`src/rtl/img_seq_pkg.sv`:
```
package img_seq_pkg;
  typedef enum logic [2:0] {
    PH_IDLE = 3'd0,
    PH_LSEL = 3'd1,
    PH_PRE  = 3'd2,
    PH_EXP  = 3'd3,
    PH_CDS  = 3'd4,
    PH_PSEL = 3'd5,
    PH_READ = 3'd6,
    PH_DONE = 3'd7
  } phase_e;
endpackage

```
`src/rtl/seq_phase_timer.sv`:
```
module seq_phase_timer #(
  parameter int TW = 10
) (
  input  logic          clk_i,
  input  logic          rst_ni,
  input  logic          run_i,
  input  logic [TW-1:0] len_i,
  output logic          first_o,
  output logic          last_o
);
  logic [TW-1:0] cnt_q;

  assign first_o = (cnt_q == '0);
  assign last_o  = (len_i == '0) || (cnt_q == len_i - TW'(1));

  always_ff @(posedge clk_i or negedge rst_ni) begin
    if (!rst_ni)                cnt_q <= '0;
    else if (!run_i || last_o)  cnt_q <= '0;
    else                        cnt_q <= cnt_q + TW'(1);
  end


  cnt_in_range_chk: assert property (@(posedge clk_i) disable iff (!rst_ni)
    (run_i && len_i != '0) |-> (cnt_q < len_i));
endmodule

```
`src/rtl/seq_addr_gen.sv`:
```
module seq_addr_gen #(
  parameter int ROW_W = 8,
  parameter int COL_W = 8
) (
  input  logic             clk_i,
  input  logic             rst_ni,
  input  logic             load_i,
  input  logic [ROW_W-1:0] row_init_i,
  input  logic             row_inc_i,
  input  logic             col_run_i,
  output logic [ROW_W-1:0] row_o,
  output logic [COL_W-1:0] col_o
);
  logic [ROW_W-1:0] row_q;
  logic [COL_W-1:0] col_q;

  always_ff @(posedge clk_i or negedge rst_ni) begin
    if (!rst_ni)        row_q <= '0;
    else if (load_i)    row_q <= row_init_i;
    else if (row_inc_i) row_q <= row_q + ROW_W'(1);
  end

  always_ff @(posedge clk_i or negedge rst_ni) begin
    if (!rst_ni)        col_q <= '0;
    else if (col_run_i) col_q <= col_q + COL_W'(1);
    else                col_q <= '0;
  end

  assign row_o = row_q;
  assign col_o = col_q;


  row_step_chk: assert property (@(posedge clk_i) disable iff (!rst_ni)
    (row_inc_i && !load_i) |=> (row_o == $past(row_o) + ROW_W'(1)));
endmodule

```
`src/rtl/img_readout_seq.sv`:
```
module img_readout_seq
  import img_seq_pkg::*;
#(
  parameter int ROW_W = 8,
  parameter int COL_W = 8,
  parameter int LEN_W = 8
) (
  input  logic             clk_i,
  input  logic             rst_ni,
  input  logic             start_i,
  input  logic             rand_mode_i,
  input  logic [LEN_W-1:0] pre_len_i,
  input  logic [LEN_W-1:0] exp_len_i,
  input  logic [LEN_W-1:0] cds_len_i,
  input  logic [COL_W-1:0] width_i,
  input  logic [ROW_W-1:0] height_i,
  input  logic [ROW_W-1:0] sel_row_i,
  input  logic [COL_W-1:0] sel_col_i,
  output logic [2:0]       phase_o,
  output logic             busy_o,
  output logic             frame_en_o,
  output logic             line_en_o,
  output logic             pix_valid_o,
  output logic [ROW_W-1:0] row_addr_o,
  output logic [COL_W-1:0] col_addr_o,
  output logic             rst_smp_o,
  output logic             sig_smp_o,
  output logic             done_o
);
  localparam int TW = ((LEN_W > COL_W) ? LEN_W : COL_W) + 2;

  phase_e           phase_q, phase_d;
  logic             rand_q;
  logic [LEN_W-1:0] pre_q, exp_q, cds_q;
  logic [COL_W-1:0] w_q, sel_col_q;
  logic [ROW_W-1:0] h_q;
  logic [TW-1:0]    len;
  logic             start_ok, first, last, row_last, row_inc, col_run;
  logic [ROW_W-1:0] row_q, row_init;
  logic [COL_W-1:0] col_q;

  assign start_ok = start_i && (phase_q == PH_IDLE);

  // frame configuration, frozen for the whole frame
  always_ff @(posedge clk_i or negedge rst_ni) begin
    if (!rst_ni) begin
      rand_q    <= 1'b0;
      pre_q     <= '0;
      exp_q     <= '0;
      cds_q     <= '0;
      w_q       <= COL_W'(1);
      h_q       <= ROW_W'(1);
      sel_col_q <= '0;
    end else if (start_ok) begin
      rand_q    <= rand_mode_i;
      pre_q     <= pre_len_i;
      exp_q     <= exp_len_i;
      cds_q     <= cds_len_i;
      w_q       <= (width_i == '0) ? COL_W'(1) : width_i;
      h_q       <= (height_i == '0) ? ROW_W'(1) : height_i;
      sel_col_q <= sel_col_i;
    end
  end

  always_comb begin
    len = TW'(1);
    unique case (phase_q)
      PH_PRE:  len = (pre_q == '0) ? TW'(1) : TW'(pre_q);
      PH_EXP:  len = (exp_q == '0) ? TW'(1) : TW'(exp_q);
      PH_CDS:  len = TW'(cds_q) + TW'(2);
      PH_READ: len = rand_q ? TW'(1) : TW'(w_q);
      default: len = TW'(1);
    endcase
  end

  seq_phase_timer #(.TW(TW)) u_timer (
    .clk_i   (clk_i),
    .rst_ni  (rst_ni),
    .run_i   (phase_q != PH_IDLE),
    .len_i   (len),
    .first_o (first),
    .last_o  (last)
  );

  assign row_last = (row_q == h_q - ROW_W'(1));

  always_comb begin
    phase_d = phase_q;
    unique case (phase_q)
      PH_IDLE: if (start_i) phase_d = rand_mode_i ? PH_LSEL : PH_PRE;
      PH_LSEL: phase_d = PH_PRE;
      PH_PRE:  if (last) phase_d = PH_EXP;
      PH_EXP:  if (last) phase_d = PH_CDS;
      PH_CDS:  if (last) phase_d = rand_q ? PH_PSEL : PH_READ;
      PH_PSEL: phase_d = PH_READ;
      PH_READ: if (last) phase_d = (rand_q || row_last) ? PH_DONE : PH_PRE;
      PH_DONE: phase_d = PH_IDLE;
      default: phase_d = PH_IDLE;
    endcase
  end

  always_ff @(posedge clk_i or negedge rst_ni) begin
    if (!rst_ni) phase_q <= PH_IDLE;
    else         phase_q <= phase_d;
  end

  assign row_init = rand_mode_i ? sel_row_i : '0;
  assign row_inc  = (phase_q == PH_READ) && last && !rand_q && !row_last;
  assign col_run  = (phase_q == PH_READ) && !rand_q && !last;

  seq_addr_gen #(.ROW_W(ROW_W), .COL_W(COL_W)) u_addr (
    .clk_i      (clk_i),
    .rst_ni     (rst_ni),
    .load_i     (start_ok),
    .row_init_i (row_init),
    .row_inc_i  (row_inc),
    .col_run_i  (col_run),
    .row_o      (row_q),
    .col_o      (col_q)
  );

  logic in_line;
  assign in_line = (phase_q == PH_PRE) || (phase_q == PH_EXP) || (phase_q == PH_CDS);

  assign phase_o     = phase_q;
  assign busy_o      = (phase_q != PH_IDLE);
  assign line_en_o   = (phase_q == PH_READ);
  assign pix_valid_o = (phase_q == PH_READ);
  assign frame_en_o  = (phase_q == PH_READ) || (!rand_q && in_line && row_q != '0);
  assign row_addr_o  = (phase_q == PH_IDLE) ? '0 : row_q;
  assign rst_smp_o   = (phase_q == PH_CDS) && first;
  assign sig_smp_o   = (phase_q == PH_CDS) && last;
  assign done_o      = (phase_q == PH_DONE);

  always_comb begin
    col_addr_o = '0;
    if (phase_q == PH_PSEL)      col_addr_o = sel_col_q;
    else if (phase_q == PH_READ) col_addr_o = rand_q ? sel_col_q : col_q;
  end


  pre_order_chk: assert property (@(posedge clk_i) disable iff (!rst_ni)
    (phase_q == PH_PRE) |=> (phase_q == PH_PRE || phase_q == PH_EXP));

  exp_order_chk: assert property (@(posedge clk_i) disable iff (!rst_ni)
    (phase_q == PH_EXP) |=> (phase_q == PH_EXP || phase_q == PH_CDS));

  col_step_chk: assert property (@(posedge clk_i) disable iff (!rst_ni)
    (pix_valid_o && !rand_q && col_addr_o != w_q - COL_W'(1))
      |=> (pix_valid_o && col_addr_o == $past(col_addr_o) + COL_W'(1)));

  col_bound_chk: assert property (@(posedge clk_i) disable iff (!rst_ni)
    pix_valid_o |-> (rand_q || col_addr_o < w_q));

  line_in_frame_chk: assert property (@(posedge clk_i) disable iff (!rst_ni)
    line_en_o |-> frame_en_o);

  cds_excl_chk: assert property (@(posedge clk_i) disable iff (!rst_ni)
    !(rst_smp_o && sig_smp_o));

  done_pulse_chk: assert property (@(posedge clk_i) disable iff (!rst_ni)
    done_o |=> (!done_o && !busy_o));

  cfg_hold_chk: assert property (@(posedge clk_i) disable iff (!rst_ni)
    (busy_o && $past(busy_o)) |-> ($stable(w_q) && $stable(h_q) && $stable(rand_q)));
endmodule

```
`config.mk`:
```
export PLATFORM = sky130hd
export DESIGN_NAME = img_readout_seq
export DESIGN_NICKNAME = d
export VERILOG_FILES = /design/src/rtl/img_seq_pkg.sv /design/src/rtl/seq_phase_timer.sv /design/src/rtl/seq_addr_gen.sv /design/src/rtl/img_readout_seq.sv
export SDC_FILE = /design/constraint.sdc
export NUM_CORES = 1
export LEC_CHECK = 0
export BUFFER_PORTS_ARGS = -buffer_cell sky130_fd_sc_hd__buf_2
export CAP_MARGIN = 20
export CORE_MARGIN = 1
export CORE_UTILIZATION = 61
export DETAILED_ROUTE_END_ITERATION = 10
export MAX_ROUTING_LAYER = met4
export PLACE_DENSITY = 0.9
export SYNTH_ARGS = -nofsm -noshare
export SYNTH_HDL_FRONTEND = slang
export SYNTH_SLANG_ARGS = --single-unit
```
`constraint.sdc`:
```
create_clock -name clk_i -period 8.55 [get_ports clk_i]
set_input_delay 0.855 -clock clk_i [delete_from_list [all_inputs] [get_ports clk_i]]
set_output_delay 0.855 -clock clk_i [all_outputs]
set_load 0.02 [all_outputs]
```
**Word level (Yosys, flattened, before mapping)**

Index checks and enable logic that the tools add are counted.

- Flip-flop bits (word level): 78
- Output and inout bits: 26
- Input port bits: 60
- Word-level logic and storage cells: 86

- Reduce and logical (&&, ||, !) cells: 31
- Eq/ne operators: 14
- Add/sub/neg operators: 6
- Mux-type cells: 24

Operator list:

| kind | number |
|---|---|
| 8-bit two-way mux | 13 |
| 9-bit case mux with 4 select lines | 1 |
| 8-bit zero test | 4 |
| 3-bit case mux with 8 select lines | 1 |
| 10-bit zero test | 2 |
| 3-bit two-way mux | 6 |
| 8-bit by 1-bit adder with 8-bit output (second input constant) | 2 |
| 3-bit equality test (second input constant) | 4 |
| 10-bit by 1-bit adder with 10-bit output (second input constant) | 1 |
| 10-bit equality test | 1 |
| 1-bit logical AND | 10 |
| 10-bit two-way mux | 1 |
| 9-bit by 1-bit subtractor with 10-bit output (second input constant) | 1 |
| 8-bit by 2-bit adder with 9-bit output (second input constant) | 1 |
| 8-bit equality test | 1 |
| 2-bit inequality test (second input constant) | 4 |
| 8-bit nonzero test | 1 |
| 8-bit by 1-bit subtractor with 8-bit output (second input constant) | 1 |
| 3-bit by 2-bit equality test with 1-bit output (second input constant) | 2 |
| 1-bit logical OR | 6 |
| 5-bit AND reduction | 1 |
| 1-bit zero test | 4 |
| 2-bit two-way mux | 2 |
| 3-bit by 1-bit equality test with 1-bit output (second input constant) | 1 |
| other kinds (4) | 4 |

**Longest topological paths before layout**

Gate-level depths: netlist of run 1.

- Depth in word-level cells: 11
- Gate-level depth with buffers: 16
- Depth with buffers taken out: 12

**Hierarchy**

Synthesis of run 1 repeated with hierarchy kept, for this count alone.

- Cells, all modules: 468
- Area, all modules: 4705.8 µm²

Modules (own cells, without submodules):

| module | area an instance (µm²) | cells an instance | times used |
|---|---|---|---|
| img_readout_seq | 2995.4 | 278 | 1 |
| seq_phase_timer | 927.1 | 110 | 1 |
| seq_addr_gen | 783.3 | 80 | 1 |

**Worst setup path before layout of run 1**

No wires, ideal clock.

- Path kind: register -> output
- Start: register phase_q[0], in the netlist phase_o[0]
- End: output port sig_smp_o
- Data arrival time: 3.474 ns
- Cell stages (with the launch flop): 15
- Setup slack: 4.221 ns
- Path buffers: 4
- Data required time: 7.695 ns
- Path through: dfrtp_1 buf_6 or3b_1 buf_2 a2bb2oi_2 a31oi_4 ha_1 nor3b_2 and4_1 xnor2_1 o41a_1 a211o_1 buf_6 buf_2 nor2_1

- Cells in the longest elaborated chain, start to end: 6
- Elaborated cells between the ends (all ways): 10

Ends and longest elaborated chain:

| element | RTL line | RTL |
|---|---|---|
| start: declaration | img_readout_seq.sv:32 | `phase_e phase_q, phase_d;` |
| start signal: assignment | img_readout_seq.sv:104 | `else phase_q <= phase_d;` |
| 3-bit equality test (tied with other cells) | img_readout_seq.sv:67 | `unique case (phase_q)` |
| 9-bit case mux with 4 select lines | img_readout_seq.sv:67 |  |
| 9-bit by 1-bit subtractor with 10-bit output | seq_phase_timer.sv:14 | `assign last_o = (len_i == '0) \|\| (cnt_q == len_i - TW'(1));` |
| 10-bit equality test | seq_phase_timer.sv:14 |  |
| 1-bit logical OR | seq_phase_timer.sv:14 |  |
| 1-bit logical AND * | img_readout_seq.sv:132 | `assign sig_smp_o = (phase_q == PH_CDS) && last;` |
| end: declaration | img_readout_seq.sv:27 | `output logic sig_smp_o,` |

Mark *: on every way between the ends. The rest lies on a longest branch, timed or not.

**Worst setup path after layout of run 1**

- Start: register phase_q[2], in the netlist phase_o[2]
- End: output port sig_smp_o

The elaborated chain is that of the path after synthesis.

==> impl_metrics.json, run 1 <==
{
  "insertion_delay_ps": 350,
  "p_leak_nw": 2.75,
  "ir_worst_vdd_mv": 0.121,
  "seq_area_frac_synth": 0.406,
  "cts_tree": "built",
  "nNetsFinal": 707,
  "layout_commonest_cell": "nand2_1",
  "ios": 86,
  "final_cell_mix": "154 x nand2_1, 84 x buf_2, 76 x dfrtp_1",
  "rows": 32,
  "clock_path_buffers": 2,
  "cts_buffers": 9,
  "slew_headroom": 0.344,
  "fp.dieH_um": 90.9,
  "arrival_ps": 4330,
  "hpwl_mm": 8.18,
  "finalCritPeriodShare": 0.606,
  "hold_viol": 0,
  "yosys-mux-area-fraction": 0.0218,
  "max_cap_viol_count": 0,
  "grt_start_max_net_pins": 79,
  "cpPeakStageDelay_ps": 800,
  "synth_flop_cell": "dfrtp_1",
  "drc_errors": 0,
  "clock.fmax_mhz": 193,
  "crit_chain": "or3b_1 > a2bb2oi_2 > a31oi_4 > ha_1 > nor3b_2 > and4_1 > xnor2_1 > o41a_1 > a211o_1 > nor2_1 > buf_2",
  "synth_top_family_by_area": "simple AND/OR/NAND/NOR gates",
  "n_antenna_cell": 0,
  "yosys.area_share.xor_xnor": 0.0582,
  "crit_type": "reg -> out",
  "drt_pass1_iterations": 8,
  "hold_path.class": "in -> async",
  "grt_util_all_layers": 0.306,
  "vias_per_cell": 5.79,
  "yosys_warnings": 0,
  "reg2reg_setup_slack_ps": 4060,
  "critPathLaunchType": "register",
  "fp.dieW_um": 90.9,
  "vias": 4320,
  "routedWlPerCell_um": 15.4,
  "drt_iter0_markers": 251,
  "overflow": 0,
  "core_sq_um": 7690,
  "endpoint_kind": "output port",
  "setup_viol": 0,
  "htree_levels": 3,
  "path_max_fanout": 28,
  "synth_cell_type_count": 69,
  "gp_congestion": 0.881,
  "ys_ff_latch": 78,
  "grt_antenna_before_repair": 0,
  "synth_area_per_cell_sq_um": 8.46,
  "synth_compound_area_frac": 0.143,
  "grt_pass1_wl_mm": 19.7,
  "syn_nets": 637,
  "finalClockSkew_ps": 11.3,
  "clkSinkCount": 78,
  "synthToLayoutAreaGrowth_pct": 14.1,
  "ctsResizeCount": 0,
  "synth_cells": 569,
  "yosys.area_share.adder": 0.0208,
  "synth_edf_count": 0,
  "outcome": "complete, no violations",
  "fp.dieArea_sq_um": 8250,
  "totalWireLength_mm": 11.5,
  "antenna_left": 0,
  "synthesis.area_sq_um": 4820,
  "async_flop_share": 1.00,
  "worst_pin_slew_ps": 985,
  "grt_pass1_vias": 4122,
  "place_area_sq_um": 5250,
  "period_minus_slack_ps": 5180,
  "ctsHoldBuffers": 0,
  "path_clk_slew_ps": 90,
  "initial_core_util": 0.626,
  "final_area_sq_um": 5490,
  "synth-simple-area-share": 0.311,
  "drive_gt1_frac": 0.194,
  "cts_root_buf": "clkbuf_8",
  "setup_tns_ps": 0,
  "postCtsSetupBuffers": 0,
  "power_density_nw_per_um2": 125,
  "crit_required_ps": 7700,
  "port_buffers": 85,
  "crit_path_top_delay_cell": "dfrtp_1",
  "slew_violations": 0,
  "rsz0062_at_grt": "false",
  "finalPower_uw": 685
}
## kinds of logic after synthesis
group           count (synthesis)
simple gates                  308
compound gates                 92
flops                          78
buf+inv                        41
xor+xnor                       32
mux                            10
fa+ha+maj                       8
## worst paths after layout
| kind | from | endpoint | cells after the start |
|---|---|---|---|
| max in group asynchronous | rst_ni | w_q[0] | 2 |
| max reg2reg | phase_o[2] | u_addr.row_o[3] | 11 |
| min | rst_ni | u_addr.row_o[1] | 1 |
| min in group clk_i | sel_col_q[3] | sel_col_q[3] | 2 |
| max | phase_o[2] | sig_smp_o | 11 |
| min reg2reg | sel_col_q[3] | sel_col_q[3] | 2 |
## report_power, final
group	internal, mW	switching (mW)
clock network	0.140	0.153
logic	0.0111	0.0130
registers	0.369	0
## critical path: cells and delay by family (launching register included)
family                     cells  cell delay, ps
AOI/OAI and AO/OA              4            1430
and+or+nand+nor                4            1230
DFF                            1             800
adders and majority gates      1             240
buffers and inverters          1             180
xor gates and xnor gates       1              90
## synthesized netlist by cell type (11+ instances only)
master / number / area, sq um
xnor2_1: 18 / 158
a21oi_1: 16 / 80.1
clkbuf_1: 17 / 63.8
nand3_1: 23 / 115
inv_1: 11 / 41.3
nor2_1: 39 / 146
xor2_1: 14 / 123
dfrtp_1: 76 / 1900
nor2b_1: 11 / 68.8
o21ai_0: 17 / 85.1
nand2_1: 155 / 582
## sequential cells by signal (all words and copies together), names as in the netlist
register / count
u_timer.cnt_q: 10
cds_q: 8
exp_q: 8
h_q: 8
pre_q: 8
sel_col_q: 8
u_addr.col_o: 8
u_addr.row_o: 8
w_q: 8
phase_o: 3
rand_q: 1
## area by class of cell
class	instances	area (sq um)
Timing Repair Buffer	89	483
Clock inverter	7	81.3
Fill cell	615	2190
Tap cell	102	128
Multi-Input combinational cell	450	2680
Clock buffer	9	124
Inverter	11	41.3
Sequential cell	78	1950
## routing by layer
layer,track usage,part of all wire,up-vias
li1,-,-,2124
met1,0.420,0.46,2029
met2,0.460,0.47,151
met3,0.0665,0.054,16
met4,0.0833,0.013,0
met5,-,0,-
## through the flow
step           hold WS, ps  utilization  setup WS [ps]  cells
5_1_grt                459        0.715           3070    746
3_3_place_gp           458        0.683           3950    728
2_1_floorplan          439            -           4220    569
4_1_cts                486        0.709           3380    744
3_5_place_dp           464        0.683           3800    728
6_report               450        0.715           3370    746
No activity file was read; power rests on OpenSTA's default activity.
==> run 2: changes to the inputs <==
ABC_AREA = 1   (was default)
CORE_UTILIZATION = 51   (was 61)
PLACE_DENSITY = 0.8   (was 0.9)
clock period = 4.2 ns   (was 8.55 ns; I/O delays follow)
==> impl_metrics.json, run 2 <==
{
  "core_sq_um": 9370,
  "overflow": 0,
  "ctsResizeCount": 0,
  "fp.dieW_um": 101,
  "seq_area_frac_synth": 0.390,
  "drc_errors": 0,
  "ios": 86,
  "grt_use_met1": 0.390,
  "rows": 35,
  "arrival_ps": 3310,
  "drt_iter0_markers": 263,
  "yosys_warnings": 0,
  "syn_nets": 784,
  "synthToLayoutAreaGrowth_pct": 14.8,
  "yosys-mux-area-fraction": 0,
  "drive_gt1_frac": 0.197,
  "yosys.area_share.xor_xnor": 0.0420,
  "sequentialPowerShare": 0.324,
  "synth_edf_count": 0,
  "async_flop_share": 1.00,
  "synth_compound_area_frac": 0.0852,
  "postCtsSetupBuffers": 0,
  "hpwl_mm": 9.63,
  "rsz0062_at_grt": "false",
  "crit_type": "reg -> out",
  "switching_share": 0.499,
  "finalClockSkew_ps": 15.9,
  "synth-simple-area-share": 0.374,
  "clkSinkCount": 78,
  "largest_reg_flops": 10,
  "period_minus_slack_ps": 3730,
  "setup_viol": 0,
  "p_leak_nw": 2.93,
  "grt_start_max_net_pins": 79,
  "fillers": 914,
  "cts_buffers": 9,
  "max_cap_viol_count": 0,
  "synth_flop_cell": "dfrtp_1",
  "grt_pass1_vias": 4434,
  "internal_power_mw": 2.08,
  "final_cell_mix": "212 x nand2_1, 84 x nor2_1, 84 x buf_2",
  "outcome": "complete, no violations",
  "routedWlPerCell_um": 13.7,
  "path_common_cell": "nand2_1",
  "fp.dieH_um": 101,
  "worst_pin_slew_ps": 565,
  "port_buffers": 85,
  "power_density_nw_per_um2": 722,
  "p_switching_mw": 2.07,
  "synth_common_cells": "212 x nand2_1, 85 x nor2_1, 76 x dfrtp_1, 75 x inv_1, 62 x o21ai_0",
  "synth_cell_type_count": 38,
  "synth_top_area_cell": "dfrtp_1",
  "nNetsFinal": 864,
  "initial_core_util": 0.534,
  "yosys.area_share.adder": 0.0200,
  "cts_root_buf": "clkbuf_8",
  "synth_top_family_by_area": "simple AND/OR/NAND/NOR gates",
  "grt_util_all_layers": 0.276,
  "use_met2": 0.419,
  "cts_tree": "built",
  "vias_per_cell": 5.16,
  "path_clk_slew_ps": 90,
  "clock_path_buffers": 2,
  "antenna_left": 0,
  "crit_buf_inv": 4,
  "grt_antenna_before_repair": 0,
  "finalPower_mw": 4.15,
  "top_register": "u_timer.cnt_q",
  "synthesis.area_sq_um": 5010,
  "htree_levels": 3,
  "fp.dieArea_sq_um": 10200,
  "crit_required_ps": 3780,
  "finalCritPeriodShare": 0.889,
  "yosys.cell_count.top_type": "nand2_1",
  "insertion_delay_ps": 360,
  "gp_congestion": 0.921,
  "grt_pass1_wl_mm": 21.4,
  "synth_top_area_frac": 0.380,
  "setup_tns_ps": 0,
  "totalWireLength_mm": 12.7,
  "ys_ff_latch": 78,
  "final_util": 0.613,
  "grtUsageMet3": 0.0354,
  "slew_violations": 0,
  "crit_family": "simple AND/OR/NAND/NOR gates",
  "yosys-top-cells-area": "dfrtp_1 38%, nand2_1 16%, nor2_1 6.4%, o21ai_0 6.2%, nand3_1 5.9%",
  "ir_worst_vdd_mv": 0.292,
  "clock.fmax_mhz": 268,
  "power_frac_comb": 0.537,
  "hold_viol": 0,
  "busiest_layer": "met2",
  "synth_cells": 716,
  "layout_commonest_cell": "nand2_1",
  "crit_chain": "inv_6 > o21ai_2 > nand2_1 > nor2_1 > nand2_1 > nor2_2 > ha_1 > inv_1 > nor2_4 > nand2_1 > nor2_4 > nand2_2 > nand3_1 > nand2_1 > nor2_1 > nand3_2 > nand2_2 > inv_2 > nor2_1 > buf_2",
  "n_antenna_cell": 0,
  "synth_area_per_cell_sq_um": 6.99,
  "vias": 4799,
  "crit_path_top_delay_cell": "dfrtp_1",
  "drt_pass1_iterations": 5,
  "holdWs_ps": 259,
  "hold_path.class": "in -> reg",
  "pwr-share-clk": 0.139,
  "slew_headroom": 0.623,
  "endpoint_kind": "output port",
  "critPathLaunchType": "register",
  "path_max_fanout": 10,
  "cpPeakStageDelay_ps": 700
}
[run 2: logic make-up (layout without fill, tap and decap cells)]
kind of cell	after synthesis	after routing
AND/OR/NAND/NOR	418	418
buffers and inverters	108	193
AO/OA/AOI/OAI	80	80
flip-flops	78	78
XOR/XNOR	24	24
adder cells (fa/ha/maj)	8	8
[run 2: layer usage]
layer  share of wire  vias to the layer above
met3           0.055                       15
met1            0.48                     2214
met5               0                        -
met2            0.46                      157
li1                -                     2413
met4           0.011                        0
[run 2: stage by stage]
step / area, sq um / instances / setup WS (ps)
floorplan: 5010 / 716 / 1210
global placement: 5520 / 912 / 1000
detailed placement: 5520 / 912 / 876
CTS: 5710 / 928 / 477
global route: 5750 / 930 / 126
finish: 5750 / 930 / 467
[run 2: worst reg2reg max path: stages (launching register included)]
cell and delay [ps]:
dfrtp_1 700, inv_6 110, o21ai_2 160, nand2_1 70, nor2_1 130, nand2_1 100
nor2_2 150, ha_1 210, inv_1 80, nor2_4 130, nand2_1 100, nor2_4 110
nand2_2 70, nand3_1 70, nand2_1 60, nor2_1 140, nand3_2 110, nand2_2 110
nand2_4 110, nand2_4 130, nand2_1 70, nand2_1 60
[run 2: cell type report]
| type | instances | area (sq um) | share of cell area |
|---|---|---|---|
| multi-input combinational | 530 | 2620 | 0.455 |
| timing repair buffer | 91 | 495 | 0.0862 |
| tap | 129 | 161 | 0.0281 |
| inverter | 86 | 328 | 0.0570 |
| sequential | 78 | 1950 | 0.340 |
| clock inverter | 6 | 67.6 | 0.0118 |
| clock buffer | 10 | 128 | 0.0222 |
[run 2: power groups by stage]
stage	sequential [mW]	clock, mW	combinational (mW)
final	1.34	0.577	2.23
after global routing	1.38	0.614	2.55
after CTS	1.33	0.590	2.22
after detailed placement	1.35	0	2.21
after global placement	1.34	0	2.15
after floorplan	1.23	0	1.77
[run 2: what timing repair did]
action                                 in CTS  in global routing
endpoints found under the hold margin       0                  4
hold buffers                                0                  1
setup endpoints to repair                   0                  0
[run 2: path summary, 6_finish.rpt]
| path | start | endpoint | slack [ps] | depth (start not counted) |
|---|---|---|---|---|
| max reg2reg | phase_o[2] | u_addr.row_o[3] | 1160 | 21 |
| min reg2reg | u_addr.col_o[0] | u_addr.col_o[0] | 460 | 1 |
| min in group asynchronous | rst_ni | u_addr.row_o[0] | 410 | 2 |
| max | phase_o[2] | sig_smp_o | 470 | 20 |
| min | exp_len_i[1] | exp_q[1] | 260 | 3 |
| max in group asynchronous | rst_ni | w_q[0] | 3200 | 3 |
==> run 3: changes to the inputs <==
CORE_UTILIZATION = 25   (was 51)
PLACE_DENSITY = 0.47   (was 0.8)
RECOVER_POWER = 100   (was default)
==> impl_metrics.json, run 3 (synthesis results as in run 2) <==
{
  "dp_cells": 1047,
  "rows": 51,
  "ctsResizeCount": 0,
  "holdWs_ps": 273,
  "path_clk_slew_ps": 60,
  "clkSinkCount": 78,
  "critPathLaunchType": "register",
  "hold_viol": 0,
  "timing.reg2reg.worst_path_depth": 11,
  "cts_buffers": 9,
  "clock.fmax_mhz": 267,
  "sequentialPowerShare": 0.305,
  "outcome": "complete, but fails checks",
  "violations": "capacitance limit, slew limit",
  "crit_type": "reg -> out",
  "largest_reg_flops": 10,
  "hpwl_mm": 11.0,
  "hold_path.class": "in -> reg",
  "port_buffers": 85,
  "finalCritPeriodShare": 0.892,
  "fp.dieArea_sq_um": 20600,
  "gp_congestion": 0.852,
  "synthToLayoutAreaGrowth_pct": 18.8,
  "path_max_fanout": 10,
  "vias": 4599,
  "grt_antenna_before_repair": 0,
  "fp.dieW_um": 144,
  "antenna_left": 0,
  "routedWlPerCell_um": 13.5,
  "slew_headroom": -0.391,
  "worst_pin_slew_ps": 2090,
  "path_common_cell": "nand2_1",
  "nNetsFinal": 862,
  "instances_no_fill": 1064,
  "crit_buf_inv": 4,
  "holdCritStartpoint": "pre_len_i[6]",
  "p_leak_nw": 2.89,
  "top_register": "u_timer.cnt_q",
  "core_sq_um": 19500,
  "drive_gt1_frac": 0.158,
  "min_to": "pre_q[6]",
  "switching_share": 0.475,
  "arrival_ps": 3320,
  "n_antenna_cell": 0,
  "max_cap_viol_count": 3,
  "endpoint_kind": "output port",
  "pwr-share-clk": 0.195,
  "grt_pass1_vias": 4412,
  "power_frac_comb": 0.500,
  "slew_violations": 165,
  "finalPower_mw": 4.38,
  "cts_root_buf": "clkbuf_16",
  "internal_power_mw": 2.30,
  "power_density_nw_per_um2": 736,
  "reg2reg_setup_slack_ps": 570,
  "place_area_sq_um": 5680,
  "r2r_start": "phase_o[1]",
  "fillers": 2214,
  "worst-path-stages": 20,
  "final_cell_mix": "216 x nand2_1, 86 x nor2_1, 76 x inv_1, 76 x dfrtp_1",
  "postCtsSetupBuffers": 0,
  "drc_errors": 0,
  "min_path_cells": 3,
  "grt_start_max_net_pins": 84,
  "totalWireLength_mm": 14.4,
  "crit_chain": "inv_6 > o21ai_2 > nand2_1 > nor2_1 > nand2_1 > nor2_2 > ha_1 > inv_1 > nor2_4 > nand2_1 > nor2_4 > nand2_1 > nand3_1 > nand2_1 > nor2_1 > nand3_2 > nand2_2 > inv_2 > nor2_1 > clkbuf_2",
  "finalClockSkew_ps": 8.71,
  "overflow": 0,
  "vias_per_cell": 4.32,
  "ir_worst_vdd_mv": 0.252,
  "cpPeakStageDelay_ps": 670,
  "final_area_sq_um": 5950,
  "p_switching_mw": 2.08,
  "insertion_delay_ps": 350,
  "drt_iter0_markers": 260,
  "fp.dieH_um": 144,
  "htree_levels": 3,
  "clock_path_buffers": 2,
  "initial_core_util": 0.256,
  "crit_required_ps": 3780,
  "setup_tns_ps": 0,
  "crit_family": "simple AND/OR/NAND/NOR gates",
  "ios": 86,
  "grt_util_all_layers": 0.154,
  "setup_viol": 0,
  "grt_pass1_wl_mm": 23.5,
  "crit_path_top_delay_cell": "dfrtp_1",
  "rr_endpoint": "u_addr.row_o[6]",
  "rsz0062_at_grt": "false",
  "cts_tree": "built",
  "layout_commonest_cell": "nand2_1",
  "ctsHoldBuffers": 0,
  "drt_pass1_iterations": 5,
  "period_minus_slack_ps": 3740
}
==> run 3: final cells by class <==
type	count	area (sq um)	area share
clock buffers	10	239	0.0402
clock inverters	6	85.1	0.0143
inverters	86	328	0.0551
multi-input cells	530	2590	0.435
flip-flops and latches	78	1950	0.328
well taps	265	332	0.0557
repair buffers	89	423	0.0711
==> run 3: worst min-delay path: cells and delay by family <==
family | cells | cell delay, ps
AND/OR/NAND/NOR | 2 | 90
buffers and inverters | 1 | 70
==> run 3: metrics by stage <==
| step | setup slack (ps) | util |
|---|---|---|
| 2_1_floorplan | 1210 | - |
| 3_3_place_gp | 882 | 0.291 |
| 3_5_place_dp | 825 | 0.291 |
| 4_1_cts | 446 | 0.307 |
| 5_1_grt | 33.2 | 0.305 |
| 6_report | 455 | 0.305 |
==> run 3: per-layer routing <==
layer	vias up	global-route usage	wire (um)
met5	-	-	0
li1	2410	-	-
met2	91	0.220	6000
met1	2092	0.222	7680
met3	6	0.0287	548
met4	0	0.0386	127
==> run 3: power groups by stage <==
stage | logic (mW) | clock network, mW | registers (mW)
detailed placement | 2.25 | 0 | 1.35
global route | 2.52 | 0.916 | 1.39
CTS | 2.26 | 0.882 | 1.34
finish | 2.19 | 0.853 | 1.34
floorplan | 1.77 | 0 | 1.23
global placement | 2.25 | 0 | 1.35
==> run 3: worst max-delay path by stage <==
stage | to | slack [ps] | from
finish | sig_smp_o | 460 | phase_o[2]
global route | sig_smp_o | 30 | phase_o[0]
CTS | sig_smp_o | 450 | phase_o[2]
detailed placement | sig_smp_o | 820 | phase_o[2]
global placement | sig_smp_o | 880 | phase_o[2]
floorplan | sig_smp_o | 1210 | phase_o[2]
